$ cat src/rtl/skip_eval.sv
module skip_eval #(
  parameter int PC_W = 16,
  parameter int STEP = 2
) (
  input  logic            clk,
  input  logic            rst_n,
  input  logic            eval_i,
  input  logic [3:0]      cond_i,
  input  logic [15:0]     rx_i,
  input  logic [15:0]     ry_i,
  input  logic [PC_W-1:0] pc_i,
  output logic [PC_W-1:0] pc_o,
  output logic            skip_o,
  output logic            done_o
);
  localparam logic [PC_W-1:0] INC = PC_W'(STEP);

  logic [7:0] xl, xh, yl;
  logic       base, hit;

  assign xl = rx_i[7:0];
  assign xh = rx_i[15:8];
  assign yl = ry_i[7:0];

  always_comb begin
    unique case (cond_i[2:0])
      3'd0: base = (xl <= yl);
      3'd1: base = (xl <  yl);
      3'd2: base = (xl == yl);
      3'd3: base = (xl == 8'h00);
      3'd4: base = (xl == 8'hFF);
      3'd5: base = ((xl & yl) == yl);
      3'd6: base = ((xl & yl) == 8'h00);
      default: base = ((xh & yl) == yl);
    endcase
  end

  assign hit = base ^ cond_i[3];

  always_ff @(posedge clk) begin
    if (!rst_n) begin
      pc_o   <= '0;
      skip_o <= 1'b0;
      done_o <= 1'b0;
    end else begin
      done_o <= eval_i;
      if (eval_i) begin
        skip_o <= hit;
        pc_o   <= hit ? pc_i + INC : pc_i;
      end
    end
  end
endmodule


$ cat config.mk
export PLATFORM = sky130hd
export DESIGN_NAME = skip_eval
export DESIGN_NICKNAME = d
export VERILOG_FILES = /design/src/rtl/skip_eval.sv
export SDC_FILE = /design/constraint.sdc
export NUM_CORES = 1
export LEC_CHECK = 0
export ABC_AREA = 1
export BUFFER_PORTS_ARGS = -buffer_cell sky130_fd_sc_hd__buf_2
export CORE_MARGIN = 2
export CORE_UTILIZATION = 30
export CTS_CLUSTER_DIAMETER = 80
export DETAILED_ROUTE_END_ITERATION = 7
export PLACE_DENSITY = 0.54
export SETUP_SLACK_MARGIN = 0.1
export SYNTH_ARGS = -nofsm -noshare
export SYNTH_HDL_FRONTEND = slang
export SYNTH_SLANG_ARGS = --single-unit
$ cat constraint.sdc
create_clock -name clk -period 1.99 [get_ports clk]
set_input_delay 0.199 -clock clk [delete_from_list [all_inputs] [get_ports clk]]
set_output_delay 0.199 -clock clk [all_outputs]
set_load 0.005 [all_outputs]
# Word level (Yosys, flattened, before mapping)
# Index checks and enable logic that the tools add are counted.
# totals
regBits	18
input_bits	55
ram_bits	0
latchBits	0
romBits	0
n_memories	0
wordCells	24
out_inout_bits	18
# classes
mul	0
n_lt_le_gt_ge	2
eq_ne	10
n_shift	0
n_addsub	1
div_mod_pow	0
n_mux	2
n_bitwise	3
reduce_logical	3
# ops
cell	n
== test 8 bit	3
adder 16 x 2 -> 16 bit (second input constant)	1
AND 8 bit	2
logical NOT 8 bit	2
2-to-1 mux 16 bit	1
== test 3 bit (second input constant)	3
== test 8 bit (second input constant)	1
<= comparator 8 bit	1
less-than comparator 8 bit	1
case mux 1 bit (7 select lines)	1
== test 3 x 2 -> 1 bit (second input constant)	2
== test 3 x 1 -> 1 bit (second input constant)	1
logical NOT 3 bit	1
XOR 1 bit	1

# Depth between registers and ports, before layout
# logic_depth
word_depth	5
ltp_mapped	17
mapped_depth_nobuf	15

# Worst setup path after synthesis
# Ideal clock, no wire load.
# synth_path
path_kind	input to register
start	in ry_i[3]
end	reg pc_o[12]
setup_slack_ps	238
path_stages	14
n_path_buf	1
t_arrival_ps	1643
required_time_ps	1881
path_cell_list	inv_1 -> ha_1 -> nand2_1 -> o21ai_0 -> nand2_1 -> nand3_1 -> nand3b_1 -> nand2_4 -> nand2_4 -> buf_12 -> nand3_1 -> nand3_1 -> nand2_1 -> inv_1
# synth_between
elab_chain_len	5
word_cells_on_any_way	11
# synth_rtl
item	line_no	text
start, declared	10	input logic [15:0] ry_i,
branches (longest 2 deep; another with less-than comparator 8 bit)	n/a	
case mux 1 bit (7 select lines) (*)	26	unique case (cond_i[2:0])
XOR 1 bit (*)	38	assign hit = base ^ cond_i[3];
2-to-1 mux 16 bit (*)	49	pc_o <= hit ? pc_i + INC : pc_i;
end signal, assigned	49	
end, declared	12	output logic [PC_W-1:0] pc_o,
# Every way passes the cells marked *.
# A chain may end at the register's enable or synchronous reset.

# Worst setup path in the final report
# layout_path
start	in ry_i[1]
end	reg pc_o[12]
# Same word-level chain as after synthesis.

==> flow_summary.toml <==
[drt]
vias = 2164
drtPass1Iterations = 4
route.detailed.wl_per_inst_um = 11.64
top_layer = "met4"
routed_wl_mm = 5.539
wl_met3_um = 159
m1WireLength_mm = 2.893
avgViaCountPerCell = 4.546
wl_met2_mm = 2.458
first_iter_violations = 97
drc_errors = 0
ant_nets = 0

[final_layout]
area_growth_pct = 25.36
instances_no_fill = 476
final_util_pct = 38.44
antenna_cells = 0
layout-drive-gt1-share_pct = 27.02
fin_area_um2 = 2597
fin_nets = 469
fill_cells = 756

[yosys]
ys_warn_count = 0
syn_inst = 323
syn_area_um2 = 2072
synth_cell_types = 27
ys_async_sr_fraction_pct = 0
synth_area_per_cell_um2 = 6.415
synth_top_flop_cell = "dfxtp_1"
synth_edf_count = 0
yosysSeqAreaShare_pct = 17.39
syn_nets = 395
ys_seq_elements = 18

[floorplanning]
dieHeight_um = 87.11
coreArea_um2 = 6756
fp.dieW_um = 87.11
initial_core_util_pct = 30.67
ios = 73
rows = 30
die_area_um2 = 7587

[clocking]
cts.clk_slew.worst_paths_ns = 0.07
cts.htree.levels = 1
cts_tree = "yes"
cts_resized = 0
cts.sinks = 18
cts_made_buffers = 3
clockBufferDepth = 2
post_cts_buffers = 0
postCtsHoldBufs = 0
cts-root-buf = "clkbuf_8"
clk_latency_ns = 0.25

[sta]
fin_setup_tns_ns = 0
final-setup-viol-count = 0
fin_ws_ns = 0.2855
holdWs_ns = 0.1690
max_slew_margin_pct = 58.62
slew_viol_final = 0
fin_crit_ns = 1.705
post-route-period-util_pct = 85.65
hold_violations = 0
rsz0062_at_grt = "true"
worst-slew-pin-transition_ns = 0.6207
fin_skew_ns = 0
clock.fmax_ghz = 0.5867

[worst_setup_path]
cp-start-kind = "primary input"
required_ns = 2.15
worstPathArrival_ns = 1.86
critical_path_class = "in2reg"
path_max_fanout = 16
critPathCaptureType = "flop"

[placed_design]
placed_cells = 470
numPortBuffers = 64
gp_congestion = 0.8180
dp_slack_ns = -0.06085
place_hpwl_mm = 4.224
placed_area_um2 = 2490

[power]
peakVddDrop_v = 0.0002120
p_total_mw = 1.156
sw_frac_of_total_pct = 34.93
power.net_switching_uw = 403.8
p_int_uw = 752.2
power_frac_clock_pct = 26.1
power_density_nw_per_um2 = 445.0
p_leak_nw = 1.454
pwr-share-seq_pct = 34.9
p_comb_share_pct = 39.0

[hold_path]
hold_path.class = "in2reg"

[grt]
grt_pass1_wl_mm = 8.811
grt_pass1_vias = 1934
gr-usage-all-layers_pct = 14.21
grt_max_degree = 36
antenna_found_initial = 0
gr-total-overflow = 0

[outcome]
status = "finished, final reports clean"

[flow_run]
drv_cap = 0
## sequential cells by signal, summed over array words and instances (netlist names)
signal,count
done_o,1
pc_o,16
skip_o,1
## synthesized netlist by cell type (2+ instances only)
cell / n / share of area [%]
buf_6: 3 / 1.6
ha_1: 17 / 10
inv_1: 43 / 7.8
xor2_1: 10 / 4.2
nand2_4: 4 / 2.2
nand3_2: 16 / 7.7
xnor2_1: 3 / 1.3
nor3_1: 6 / 1.4
a21oi_1: 4 / 0.97
o21ai_0: 2 / 0.48
nand3_4: 2 / 1.7
nand2_1: 69 / 13
nor2_1: 52 / 9.4
clkbuf_1: 2 / 0.36
nand4_1: 2 / 0.60
dfxtp_1: 18 / 17
clkbuf_8: 3 / 2.0
nand3_1: 58 / 14
## final timing paths
path | slack, ns | startpoint | to | depth (start not counted)
max | 0.29 | ry_i[1] | pc_o[12] | 15
min | 0.17 | pc_i[0] | pc_o[0] | 3
max reg2reg | 1.30 | pc_o[13] | pc_o[13] | 4
min reg2reg | 0.49 | skip_o | skip_o | 2
## kinds of logic (layout without fill, tap and decap cells)
logic type | Yosys count | count (layout) | share of synthesized area [%]
adders and majority gates | 17 | 17 | 10.27
AOI/OAI and AO/OA | 8 | 8 | 2.174
DFF | 18 | 18 | 17.39
buffers and inverters | 53 | 124 | 13.22
and+or+nand+nor | 214 | 216 | 51.45
xor gates and xnor gates | 13 | 13 | 5.495
## cell usage in the layout, fill, tap and decap left out, types with 6 or more instances in the layout
master	count
nand2_1	69
buf_2	64
nand3_1	58
nor2_1	52
inv_1	43
dfxtp_1	18
ha_1	17
nand3_2	16
buf_4	12
xor2_1	10
nor3_1	6
## routing by layer
layer,vias to the layer above,global-route usage [%]
met5,-,0
met4,0,1.678
li1,1181,-
met3,2,2.749
met2,33,22.90
met1,948,20.24
## layout make-up
cell class | instances | area [um^2] | share of cell area (%)
multi-input combinational | 254 | 1490 | 57.37
sequential | 18 | 360.3 | 13.87
clock buffer | 4 | 55.05 | 2.119
timing repair buffer | 77 | 430.4 | 16.57
inverter | 43 | 161.4 | 6.214
tap | 80 | 100.1 | 3.854
## power groups by stage
stage	sequential, mW	clock [mW]	combinational (mW)
2_1_floorplan	0.415	0	0.277
3_3_place_gp	0.411	0	0.429
3_5_place_dp	0.412	0	0.433
4_1_cts	0.404	0.318	0.436
5_1_grt	0.407	0.334	0.514
6_report	0.404	0.302	0.451
## critical path: stages
cell and delay, ns:
buf_2 0.10, inv_1 0.06, ha_1 0.29, a21oi_1 0.07
o21ai_1 0.17, nand2_1 0.07, nand3_1 0.07, nand3b_1 0.07
buf_4 0.19, nand2_4 0.14, nand2_8 0.12, nand3_1 0.09
nand3_1 0.10, nand2_1 0.09, inv_1 0.04
(Power assumes the default switching activity.)
